--- src/rtl/tmr_pkg.sv ---
package tmr_pkg;
  localparam int PS_W        = 3;
  localparam int CTRL_W      = 8;
  localparam int OFF_IEN     = 'h00;
  localparam int OFF_IST     = 'h04;
  localparam int CH_BASE     = 'h10;
  localparam int CH_STRIDE   = 'h20;
  localparam int SUB_CTRL    = 'h00;
  localparam int SUB_IVL_LO  = 'h04;
  localparam int SUB_IVL_HI  = 'h08;
  localparam int SUB_CNT_LO  = 'h0C;
  localparam int SUB_CNT_HI  = 'h10;

  typedef struct packed {
    logic            oneshot;
    logic [PS_W-1:0] ps;
    logic [1:0]      spare;
    logic            reload;
    logic            en;
  } ctrl_t;
endpackage

--- src/rtl/tmr_prescaler.sv ---
module tmr_prescaler #(
  parameter int PS_W = 3
) (
  input  logic            clk,
  input  logic            rst_n,
  input  logic            run_i,
  input  logic            restart_i,
  input  logic [PS_W-1:0] sel_i,
  output logic            tick_o
);
  localparam int DIV_W = (1 << PS_W) - 1;

  logic [DIV_W-1:0] pre_q, pre_d;
  logic [DIV_W-1:0] mask;

  always_comb begin
    mask = (DIV_W'(1) << sel_i) - DIV_W'(1);
    tick_o = run_i && ((pre_q & mask) == mask);
    pre_d = pre_q;
    if (restart_i)  pre_d = '0;
    else if (run_i) pre_d = pre_q + DIV_W'(1);
  end

  always_ff @(posedge clk or negedge rst_n) begin
    if (!rst_n) pre_q <= '0;
    else        pre_q <= pre_d;
  end
endmodule

--- src/rtl/tmr_channel.sv ---
module tmr_channel
  import tmr_pkg::*;
#(
  parameter int CNT_W    = 64,
  parameter int DATA_W   = 32,
  parameter int STOP_LAT = 2
) (
  input  logic                    clk,
  input  logic                    rst_n,
  input  logic                    ctrl_we_i,
  input  logic                    ivl_lo_we_i,
  input  logic                    ivl_hi_we_i,
  input  logic                    lo_rd_i,
  input  logic [DATA_W-1:0]       wdata_i,
  output ctrl_t                   ctrl_o,
  output logic [CNT_W-1:0]        ivl_o,
  output logic [CNT_W-1:0]        cnt_o,
  output logic [CNT_W-DATA_W-1:0] hi_shadow_o,
  output logic                    expire_o
);
  localparam int HI_W   = CNT_W - DATA_W;
  localparam int STOP_W = $clog2(STOP_LAT + 2);

  ctrl_t             ctrl_q, ctrl_d, wr_ctrl;
  logic [CNT_W-1:0]  ivl_q, ivl_d, cnt_q, cnt_d;
  logic [HI_W-1:0]   shadow_q, shadow_d;
  logic [STOP_W-1:0] stop_q, stop_d;
  logic              running_q, running_d;
  logic              load, resume, halt, tick, expire;

  always_comb begin
    wr_ctrl       = ctrl_t'(wdata_i[CTRL_W-1:0]);
    wr_ctrl.spare = '0;
    load   = ctrl_we_i && wr_ctrl.en && wr_ctrl.reload;
    resume = ctrl_we_i && wr_ctrl.en && !wr_ctrl.reload;
    halt   = ctrl_we_i && !wr_ctrl.en && running_q;
  end

  tmr_prescaler #(.PS_W(PS_W)) u_pre (
    .clk       (clk),
    .rst_n     (rst_n),
    .run_i     (running_q),
    .restart_i (load),
    .sel_i     (ctrl_q.ps),
    .tick_o    (tick)
  );

  assign expire = tick && (cnt_q == '0);

  always_comb begin
    ctrl_d    = ctrl_q;
    ivl_d     = ivl_q;
    cnt_d     = cnt_q;
    shadow_d  = shadow_q;
    stop_d    = stop_q;
    running_d = running_q;

    if (ivl_lo_we_i) ivl_d[DATA_W-1:0]     = wdata_i;
    if (ivl_hi_we_i) ivl_d[CNT_W-1:DATA_W] = wdata_i[HI_W-1:0];
    if (lo_rd_i)     shadow_d              = cnt_q[CNT_W-1:DATA_W];

    if (tick) begin
      if (cnt_q != '0)         cnt_d = cnt_q - CNT_W'(1);
      else if (!ctrl_q.oneshot) cnt_d = ivl_q;
    end

    if (stop_q != '0) begin
      stop_d = stop_q - STOP_W'(1);
      if (stop_q == STOP_W'(1)) running_d = 1'b0;
    end

    if (expire && ctrl_q.oneshot) begin
      running_d = 1'b0;
      ctrl_d.en = 1'b0;
      stop_d    = '0;
    end

    if (ctrl_we_i) begin
      ctrl_d = wr_ctrl;
      if (halt) begin
        if (STOP_LAT == 0) running_d = 1'b0;
        else               stop_d    = STOP_W'(STOP_LAT);
      end
    end

    if (load) begin
      cnt_d     = ivl_q;
      running_d = 1'b1;
      stop_d    = '0;
    end else if (resume) begin
      running_d = 1'b1;
      stop_d    = '0;
    end
  end

  always_ff @(posedge clk or negedge rst_n) begin
    if (!rst_n) begin
      ctrl_q    <= '0;
      ivl_q     <= '0;
      cnt_q     <= '0;
      shadow_q  <= '0;
      stop_q    <= '0;
      running_q <= 1'b0;
    end else begin
      ctrl_q    <= ctrl_d;
      ivl_q     <= ivl_d;
      cnt_q     <= cnt_d;
      shadow_q  <= shadow_d;
      stop_q    <= stop_d;
      running_q <= running_d;
    end
  end

  assign ctrl_o      = ctrl_q;
  assign ivl_o       = ivl_q;
  assign cnt_o       = cnt_q;
  assign hi_shadow_o = shadow_q;
  assign expire_o    = expire;

  // a load puts the interval in the count and starts the channel
  p_load_r3: assert property (@(posedge clk) disable iff (!rst_n)
    load |=> (cnt_q == $past(ivl_q)) && running_q);

  // a tick lowers a nonzero count by exactly one
  p_decr_r4: assert property (@(posedge clk) disable iff (!rst_n)
    (tick && cnt_q != '0 && !load) |=> cnt_q == $past(cnt_q) - CNT_W'(1));

  // a periodic expiry reloads the interval
  p_reload_r5: assert property (@(posedge clk) disable iff (!rst_n)
    (expire && !ctrl_q.oneshot && !load) |=> cnt_q == $past(ivl_q));

  // a one-shot expiry stops the channel and drops its enable bit
  p_oneshot_r6: assert property (@(posedge clk) disable iff (!rst_n)
    (expire && ctrl_q.oneshot && !ctrl_we_i) |=> !running_q && !ctrl_q.en);

  // a stopped channel holds its count
  p_hold_r7: assert property (@(posedge clk) disable iff (!rst_n)
    (!running_q && !load) |=> $stable(cnt_q));
endmodule

--- src/rtl/tmr_irq.sv ---
module tmr_irq #(
  parameter int NUM_CH = 2
) (
  input  logic              clk,
  input  logic              rst_n,
  input  logic              ien_we_i,
  input  logic              ist_we_i,
  input  logic [NUM_CH-1:0] wdata_i,
  input  logic [NUM_CH-1:0] expire_i,
  output logic [NUM_CH-1:0] ien_o,
  output logic [NUM_CH-1:0] ist_o,
  output logic              irq_o
);
  logic [NUM_CH-1:0] ien_q, ien_d, ist_q, ist_d, clr;

  always_comb begin
    clr   = ist_we_i ? wdata_i : '0;
    ien_d = ien_we_i ? wdata_i : ien_q;
    ist_d = (ist_q & ~clr) | expire_i;
  end

  always_ff @(posedge clk or negedge rst_n) begin
    if (!rst_n) begin
      ien_q <= '0;
      ist_q <= '0;
    end else begin
      ien_q <= ien_d;
      ist_q <= ist_d;
    end
  end

  assign ien_o = ien_q;
  assign ist_o = ist_q;
  assign irq_o = |(ien_q & ist_q);

  // an expiry always leaves its status bit set
  p_set_r8: assert property (@(posedge clk) disable iff (!rst_n)
    (expire_i != '0) |=> (ist_q & $past(expire_i)) == $past(expire_i));

  // a written one clears the bit unless an expiry arrives with it
  p_clr_r8: assert property (@(posedge clk) disable iff (!rst_n)
    ist_we_i |=> (ist_q & $past(wdata_i & ~expire_i)) == '0);

  // a status bit never sets without an expiry
  p_noset_r8: assert property (@(posedge clk) disable iff (!rst_n)
    (expire_i == '0) |=> (ist_q & ~$past(ist_q)) == '0);
endmodule

--- src/rtl/tmr_top.sv ---
module tmr_top
  import tmr_pkg::*;
#(
  parameter int NUM_CH   = 2,
  parameter int CNT_W    = 64,
  parameter int DATA_W   = 32,
  parameter int ADDR_W   = 8,
  parameter int STOP_LAT = 2
) (
  input  logic              clk,
  input  logic              rst_n,
  input  logic [ADDR_W-1:0] bus_addr,
  input  logic [DATA_W-1:0] bus_wdata,
  input  logic              bus_we,
  input  logic              bus_re,
  output logic [DATA_W-1:0] bus_rdata,
  output logic              irq_o
);
  localparam int HI_W = CNT_W - DATA_W;

  logic [1:0]        rst_sync_q;
  logic              rst_int_n;
  logic [NUM_CH-1:0] expire, ien, ist;
  logic              hit_ien, hit_ist;
  logic [DATA_W-1:0] rd_ch [NUM_CH];
  logic [DATA_W-1:0] rd_mux, rdata_q, rdata_d;

  always_ff @(posedge clk or negedge rst_n) begin
    if (!rst_n) rst_sync_q <= '0;
    else        rst_sync_q <= {rst_sync_q[0], 1'b1};
  end
  assign rst_int_n = rst_sync_q[1];

  assign hit_ien = (bus_addr == ADDR_W'(OFF_IEN));
  assign hit_ist = (bus_addr == ADDR_W'(OFF_IST));

  tmr_irq #(.NUM_CH(NUM_CH)) u_irq (
    .clk      (clk),
    .rst_n    (rst_int_n),
    .ien_we_i (bus_we && hit_ien),
    .ist_we_i (bus_we && hit_ist),
    .wdata_i  (bus_wdata[NUM_CH-1:0]),
    .expire_i (expire),
    .ien_o    (ien),
    .ist_o    (ist),
    .irq_o    (irq_o)
  );

  for (genvar ch = 0; ch < NUM_CH; ch++) begin : g_ch
    localparam int BASE = CH_BASE + CH_STRIDE * ch;
    logic             hit_ctrl, hit_ivl_lo, hit_ivl_hi, hit_cnt_lo, hit_cnt_hi;
    ctrl_t            ctrl;
    logic [CNT_W-1:0] ivl, cnt;
    logic [HI_W-1:0]  shadow;

    assign hit_ctrl   = (bus_addr == ADDR_W'(BASE + SUB_CTRL));
    assign hit_ivl_lo = (bus_addr == ADDR_W'(BASE + SUB_IVL_LO));
    assign hit_ivl_hi = (bus_addr == ADDR_W'(BASE + SUB_IVL_HI));
    assign hit_cnt_lo = (bus_addr == ADDR_W'(BASE + SUB_CNT_LO));
    assign hit_cnt_hi = (bus_addr == ADDR_W'(BASE + SUB_CNT_HI));

    tmr_channel #(.CNT_W(CNT_W), .DATA_W(DATA_W), .STOP_LAT(STOP_LAT)) u_chan (
      .clk         (clk),
      .rst_n       (rst_int_n),
      .ctrl_we_i   (bus_we && hit_ctrl),
      .ivl_lo_we_i (bus_we && hit_ivl_lo),
      .ivl_hi_we_i (bus_we && hit_ivl_hi),
      .lo_rd_i     (bus_re && hit_cnt_lo),
      .wdata_i     (bus_wdata),
      .ctrl_o      (ctrl),
      .ivl_o       (ivl),
      .cnt_o       (cnt),
      .hi_shadow_o (shadow),
      .expire_o    (expire[ch])
    );

    always_comb begin
      rd_ch[ch] = '0;
      if (hit_ctrl)   rd_ch[ch] = DATA_W'(ctrl);
      if (hit_ivl_lo) rd_ch[ch] = ivl[DATA_W-1:0];
      if (hit_ivl_hi) rd_ch[ch] = DATA_W'(ivl[CNT_W-1:DATA_W]);
      if (hit_cnt_lo) rd_ch[ch] = cnt[DATA_W-1:0];
      if (hit_cnt_hi) rd_ch[ch] = DATA_W'(shadow);
    end

    // the captured half matches the live high half sampled by the low read
    p_shadow_r10: assert property (@(posedge clk) disable iff (!rst_int_n)
      (bus_re && hit_cnt_lo) |=> shadow == $past(cnt[CNT_W-1:DATA_W]));
  end

  always_comb begin
    rd_mux = '0;
    if (hit_ien) rd_mux = DATA_W'(ien);
    if (hit_ist) rd_mux = DATA_W'(ist);
    for (int i = 0; i < NUM_CH; i++) rd_mux = rd_mux | rd_ch[i];
    rdata_d = bus_re ? rd_mux : rdata_q;
  end

  always_ff @(posedge clk or negedge rst_int_n) begin
    if (!rst_int_n) rdata_q <= '0;
    else            rdata_q <= rdata_d;
  end

  assign bus_rdata = rdata_q;

  // the line is high only when an enabled channel is pending
  p_irq_r9: assert property (@(posedge clk) disable iff (!rst_int_n)
    irq_o |-> (ien != '0) && (ist != '0));
endmodule

--- config.mk ---
export PLATFORM = sky130hd
export DESIGN_NAME = tmr_top
export DESIGN_NICKNAME = d
export VERILOG_FILES = /design/src/rtl/tmr_pkg.sv /design/src/rtl/tmr_prescaler.sv /design/src/rtl/tmr_channel.sv /design/src/rtl/tmr_irq.sv /design/src/rtl/tmr_top.sv
export SDC_FILE = /design/constraint.sdc
export NUM_CORES = 1
export LEC_CHECK = 0
export BUFFER_PORTS_ARGS = -buffer_cell sky130_fd_sc_hd__buf_2
export CAP_MARGIN = 15
export CORE_AREA = 2 2 170 297
export DETAILED_ROUTE_END_ITERATION = 8
export DIE_AREA = 0 0 172 299
export GPL_ROUTABILITY_DRIVEN = 0
export HOLD_SLACK_MARGIN = 0.12
export PLACE_DENSITY = 0.68
export SKIP_LAST_GASP = 1
export SYNTH_ARGS = -nofsm -noshare
export SYNTH_HDL_FRONTEND = slang
export SYNTH_HIERARCHICAL = 1
export SYNTH_SLANG_ARGS = --single-unit
--- constraint.sdc ---
create_clock -name clk -period 17.65 [get_ports clk]
set_input_delay 3.53 -clock clk [delete_from_list [all_inputs] [get_ports clk]]
set_output_delay 3.53 -clock clk [all_outputs]
set_load 0.05 [all_outputs]
==> out/results.tsv, run 1 <==
metric	value	unit
status	finished clean	
crit share post-route	42.1	%
Worst-Margin Slew	1.20	ns
layout cells sized above 1	20.7	%
setup TNS	0	ns
Hold Fails Final Rpt	0	
kind of end point of the critical path	flop	
CTS tree	yes	
leak pwr	10.1	nW
Post-CTS Setup Bufs	0	
worst r2r src	g_ch[1].u_chan/cnt_o[12]	
# setup viols final	0	
TritonCTS Sinks	390	
worst skew pair latency	0.55	ns
Global Route Usage Sum	29.2	%
CTS root buf	clkbuf_16	
Placement Setup Slack	9.77	ns
Hold/Removal Path Class	flop to flop	
post-synthesis sequential area ratio	45.5	%
critical setup path kind	input port to flop	
Starting Density	43.6	%
CTS buffer count	37	
register bit total from synthesis	390	
final slew viol count	0	
fmax	135	MHz
crit path max fanout	44	
CP startpoint	bus_addr[2]	
count leader, synth	dfrtp_1	
final layout net count	2178	
Tmin final	7.43	ns
Routed Antenna Nets	0	
Post-Syn Instances	2142	
ranking of synthesized cells by area	dfrtp_1, mux2_2, a21oi_1	
Die Span Y	299	µm
vias per std cell	6.64	
die area	51400	µm²
port buffer count	76	
Reg clk slew, reported paths	0.07	ns
post-synth top area share	45.5	%
Pwr per Cell Area	96.3	nW/µm²
core box area	49200	µm²
Register Area	9760	µm²
Ports	77	
number of synthesized flops with an enable pin	0	
post-route cell area	23400	µm²
mean post-synth cell area	10.0	µm²
# fillers	4600	
final std cells w/o fill	2812	
Placed Area	22200	µm²
per-cell routed wire length	26.8	µm
CP arrival	7.84	ns
Commonest cells post-synth	dfrtp_1, mux2_2, nand2_1, a21oi_1, o21ai_0	
RSZ-0062 raised after global routing	false	
relative slew slack	19.7	%
pin count of the biggest net entering global routing	145	
initial antenna violation count	1	
first-pass iteration count of the detailed router	6	
type of origin of the critical path	input port	
post-cts sizing count	0	
Netlist cell types	94	
FFs w/ async S/R, synth	100	%
Critical Path RT	18.06	ns
Residual DRC	0	
Routed WL	75300	µm
Ant. Diodes	0	
Synth Cell Area	21400	µm²
IR drop worst, VDD	66.8	µV
grt ovf	0	
DIE WIDTH	172	µm
vias in the first global route	18300	
first-pass GRT wire length	113000	µm
Detailed Route Iter0 Violations	2048	
Synth area leader	dfrtp_1	
Ys Warns	6	
multi-input logic area	10800	µm²
main flop type after synthesis	dfrtp_1	
htree depth	2	
area delta synth->final	9.31	%
Hold Path Origin	rst_sync_q[0]	
# Max-Cap Violations	0	
row cnt	108	
final setup skew	0.0261	ns
DP Wirelength	52400	µm
clk buf depth	3	
cts hold-fix bufs	0	
via count	18700	
Setup WS post-layout	10.22	ns
Cells after DPL	2749	
==> kinds of logic after synthesis <==
group / after synthesis / synth area share, %
flip-flops: 390 / 45.5
buffers and inverters: 208 / 4.51
AO/OA/AOI/OAI: 576 / 18.5
AND/OR/NAND/NOR: 689 / 17.0
other: 3 / 0.0526
adder cells (fa/ha/maj): 6 / 0.350
multiplexers: 258 / 13.6
XOR/XNOR: 12 / 0.491
==> layer usage <==
layer | track usage, % | vias up | share of wire [%]
li1 | - | 8021 | -
met1 | 33.5 | 9184 | 35
met2 | 49.9 | 1093 | 50
met3 | 4.75 | 362 | 7.8
met4 | 18.9 | 2 | 8.0
met5 | 0 | - | 0.012
==> metrics by stage <==
stage          hold WS, ns  power, mW  utilization [%]
5_1_grt              0.360       2.34             47.6
6_report             0.351       2.26             47.6
2_1_floorplan        0.331       1.30                -
4_1_cts              0.353       2.25             47.6
3_3_place_gp         0.338       1.41             45.1
3_5_place_dp         0.343       1.42             45.1
==> final cells by class <==
cell class	count	area share [%]
Multi-Input combinational cell	1546	46.1
Sequential cell	390	41.7
Clock buffer	48	4.44
Tap cell	660	3.53
Timing Repair Buffer	110	2.78
Clock inverter	15	0.807
Inverter	43	0.689
==> final timing paths <==
kind	to	slack (ns)	cells past startpoint
max	g_ch[0].u_chan/cnt_o[29]	10.22	11
min	rst_sync_q[1]	0.35	0
max reg2reg	g_ch[1].u_chan/cnt_o[11]	13.33	8
min reg2reg	rst_sync_q[1]	0.35	0
max in group asynchronous	rst_sync_q[1]	14.76	1
min in group asynchronous	u_irq/ien_o[1]	0.41	0
==> critical path: stages <==
cell and delay [ns]:
buf_4 0.28, nor4_1 0.50, nand2_1 0.21, nor2_1 0.54
nand3_1 0.45, inv_1 0.77, or3b_1 0.29, o32a_2 0.21
buf_4 0.47, o21ai_0 0.21, a211o_1 0.36
==> placed cells by master (no fill, tap or decap), types with 10 or more instances in the layout <==
cell,instances
a21oi_1,142
a221o_1,14
a22oi_1,31
a22oi_2,10
and3_1,10
buf_2,75
buf_4,34
clkbuf_16,39
dfrtp_1,389
inv_1,43
mux2_2,212
mux2i_1,34
nand2_1,166
nand2b_1,32
nand3_1,52
nand4_1,35
nor2_1,116
nor2b_1,10
nor3_1,95
nor4_1,43
o211ai_1,12
o21ai_0,131
o21ai_1,20
o221ai_1,50
o22a_1,17
o22ai_1,20
o2bb2ai_1,17
o32a_1,25
or3_1,30
or4_1,26
xor2_1,10
==> state kept, by name, summed over array words and instances, names as in the netlist <==
register,flops
g_ch.u_chan/ctrl_o,12
g_ch.u_chan/u_pre/pre_q,14
g_ch.u_chan/running_q,2
g_ch.u_chan/hi_shadow_o,64
g_ch.u_chan/stop_q,4
u_irq/ien_o,2
rst_sync_q,2
g_ch.u_chan/ivl_o,128
u_irq/ist_o,2
g_ch.u_chan/cnt_o,128
bus_rdata,32
==> power breakdown <==
part / switching (mW) / total [mW] / leakage [nW] / internal, mW
sequential: 0.105 / 1.07 / 5.19 / 0.961
clock: 0.360 / 0.836 / 0.612 / 0.476
combinational: 0.235 / 0.353 / 4.26 / 0.119
total: 0.700 / 2.26 / 10.1 / 1.56
Power figures use the tool's default switching activity.
==> inputs of run 2 (changes only) <==
==> constraint.sdc (replaced) <==
create_clock -name clk -period 7.13 [get_ports clk]
set_input_delay 1.426 -clock clk [delete_from_list [all_inputs] [get_ports clk]]
set_output_delay 1.426 -clock clk [all_outputs]
set_load 0.05 [all_outputs]
==> run 2 against run 1 <==
Effect of this change: first-iteration DRC count down 2.8%; non-clock buffer count is 3 higher; count of clock-buffer cells in the layout increased by 6; final area increased by 0.14%; hold slack got worse by 0.20 ns; utilization rose by 0.066 points; global-route usage decreased by 0.23 points; critical path type unchanged.
==> out/results.tsv, run 2 (synthesis results as in run 1) <==
metric	value	unit	change
kind of end point of the critical path	flop		unchanged
relative slew slack	18.5	%	was 19.7%
critical setup path kind	input port to flop		unchanged
via count	18700		about the same
layout cells sized above 1	20.6	%	was 20.7%
final layout net count	2180		was 2,178
CP Buf/Inv Count	2		was 3
Detailed Route Iter0 Violations	1990		was 2,048
final slew viol count	0		unchanged
Routed WL	74300	µm	was 75,300 µm
Critical Path RT	7.55	ns	was 18.06 ns
core box area	49200	µm²	unchanged
FF-to-FF path depth	8		unchanged
Min Hold Slack	0.154	ns	was 0.351 ns
port buffer count	76		unchanged
worst reg2reg endpoint	g_ch[1].u_chan/cnt_o[61]		was g_ch[1].u_chan/cnt_o[11]
# Max-Cap Violations	0		unchanged
# setup viols final	0		unchanged
Setup crit end	g_ch[1].u_chan/cnt_o[15]		was g_ch[0].u_chan/cnt_o[29]
DP Wirelength	51700	µm	was 52,400 µm
commonest non-fill, non-tap cells in the layout	dfrtp_1, mux2_2, nand2_1		unchanged
Starting Density	43.6	%	unchanged
worst r2r src	g_ch[1].u_chan/cnt_o[12]		unchanged
htree depth	2		unchanged
Pwr per Cell Area	237	nW/µm²	was 96.3 nW/µm²
fmax	197	MHz	
Hold/Removal Path Class	flop to async pin		was flop to flop
post-route cell area	23500	µm²	was 23,400 µm²
Reg clk slew, reported paths	0.07	ns	about the same
row cnt	108		unchanged
leak pwr	10.1	nW	about the same
crit share post-route	71.3	%	
crit path max fanout	58		was 44
Residual DRC	0		unchanged
area delta synth->final	9.46	%	was 9.31%
RSZ-0062 raised after global routing	false		unchanged
CTS buffer count	36		was 37
most common cell after layout, fill and taps aside	dfrtp_1		unchanged
first-pass GRT wire length	113000	µm	about the same
CTS root buf	clkbuf_16		unchanged
die area	51400	µm²	unchanged
CP startpoint	bus_addr[1]		was bus_addr[2]
CP arrival	5.51	ns	was 7.84 ns
CP max stage delay	0.96	ns	was 0.77 ns
Tmin final	5.09	ns	
cts hold-fix bufs	0		unchanged
Global Route Usage Sum	29.0	%	was 29.2%
grt ovf	0		unchanged
CTS tree	yes		unchanged
Ports	77		unchanged
TritonCTS Sinks	390		unchanged
post-cts sizing count	0		unchanged
WP depth	9		was 11
CP cell instances	buf_2, nor4_1, nand2_1, nor2_1, nand3_1, inv_1, o32a_2, o21ai_0, a221o_1		was buf_4, nor4_1, nand2_1, nor2_1, nand3_1, inv_1, or3b_1, o32a_2, buf_4, o21ai_0, a211o_1
Ant. Diodes	0		unchanged
type of origin of the critical path	input port		unchanged
IR drop worst, VDD	136	µV	was 66.8 µV
Placed Area	22200	µm²	about the same
clk buf depth	3		unchanged
final setup skew	0.0228	ns	was 0.0261 ns
Hold Fails Final Rpt	0		unchanged
worst skew pair latency	0.55	ns	about the same
flop2flop setup slack	2.73	ns	was 13.33 ns
# fillers	4522		was 4,600
Die Span Y	299	µm	unchanged
Post-CTS Setup Bufs	0		unchanged
pin count of the biggest net entering global routing	156		was 145
vias in the first global route	18400		was 18,300
setup TNS	0	ns	unchanged
per-cell routed wire length	26.4	µm	was 26.8 µm
first-pass iteration count of the detailed router	6		unchanged
Slowest cell on crit path	o32a_2		was inv_1
vias per std cell	6.63		was 6.64
initial antenna violation count	1		unchanged
Worst-Margin Slew	1.22	ns	was 1.20 ns
DIE WIDTH	172	µm	unchanged
Routed Antenna Nets	0		unchanged
status	finished clean		unchanged
delay-heaviest family, CP	simple AND/OR/NAND/NOR gates		unchanged
-- run 2: where the power goes --
part	total, mW	internal, mW	switching (mW)
Sequential	2.63	2.38	0.250
Combinational	0.878	0.296	0.582
Clock	2.05	1.18	0.874
-- run 2: cell type report --
cell class                      count  area (µm²)  share of cell area (%)
Clock buffer                       54        1070                    4.56
Clock inverter                      7         138                   0.587
Inverter                           43         161                   0.688
Multi-Input combinational cell   1546       10800                    46.0
Sequential cell                   390        9760                    41.6
Tap cell                          660         826                    3.52
Timing Repair Buffer              113         698                    2.98
-- run 2: worst min-delay path by stage --
stage	endpoint	cells after the start	from
2_1_floorplan	rst_sync_q[1]	0	rst_sync_q[0]
3_3_place_gp	g_ch[1].u_chan/stop_q[1]	0	rst_sync_q[1]
3_5_place_dp	g_ch[1].u_chan/running_q	0	rst_sync_q[1]
4_1_cts	g_ch[1].u_chan/stop_q[0]	0	rst_sync_q[1]
5_1_grt	g_ch[1].u_chan/stop_q[0]	0	rst_sync_q[1]
6_report	g_ch[1].u_chan/running_q	0	rst_sync_q[1]
-- run 2: per-stage QoR --
step           util (%)  power, mW  worst slack, ns  cells
3_5_place_dp       45.2       3.51             1.65   2751
6_report           47.7       5.56             2.04   2813
2_1_floorplan         -       3.21            0.765   2144
5_1_grt            47.7       5.76             1.65   2813
3_3_place_gp       45.2       3.48             1.85   2751
4_1_cts            47.6       5.56             2.23   2812
-- run 2: metal layers --
layer | GRT usage [%] | vias up | routed length [µm] | part of all wire, %
met2 | 49.8 | 1052 | 36800 | 50
met3 | 4.40 | 359 | 5040 | 6.8
met5 | 0 | - | 0 | 0
li1 | - | 8016 | - | -
met1 | 33.3 | 9231 | 26300 | 35
met4 | 18.4 | 0 | 6190 | 8.3
-- run 2: worst reg2reg max path: cells and delay by family (launching register included) --
family	cells	cell delay, ns
simple gates	6	2.42
compound gates	1	0.76
buf+inv	1	0.68
flops	1	0.46
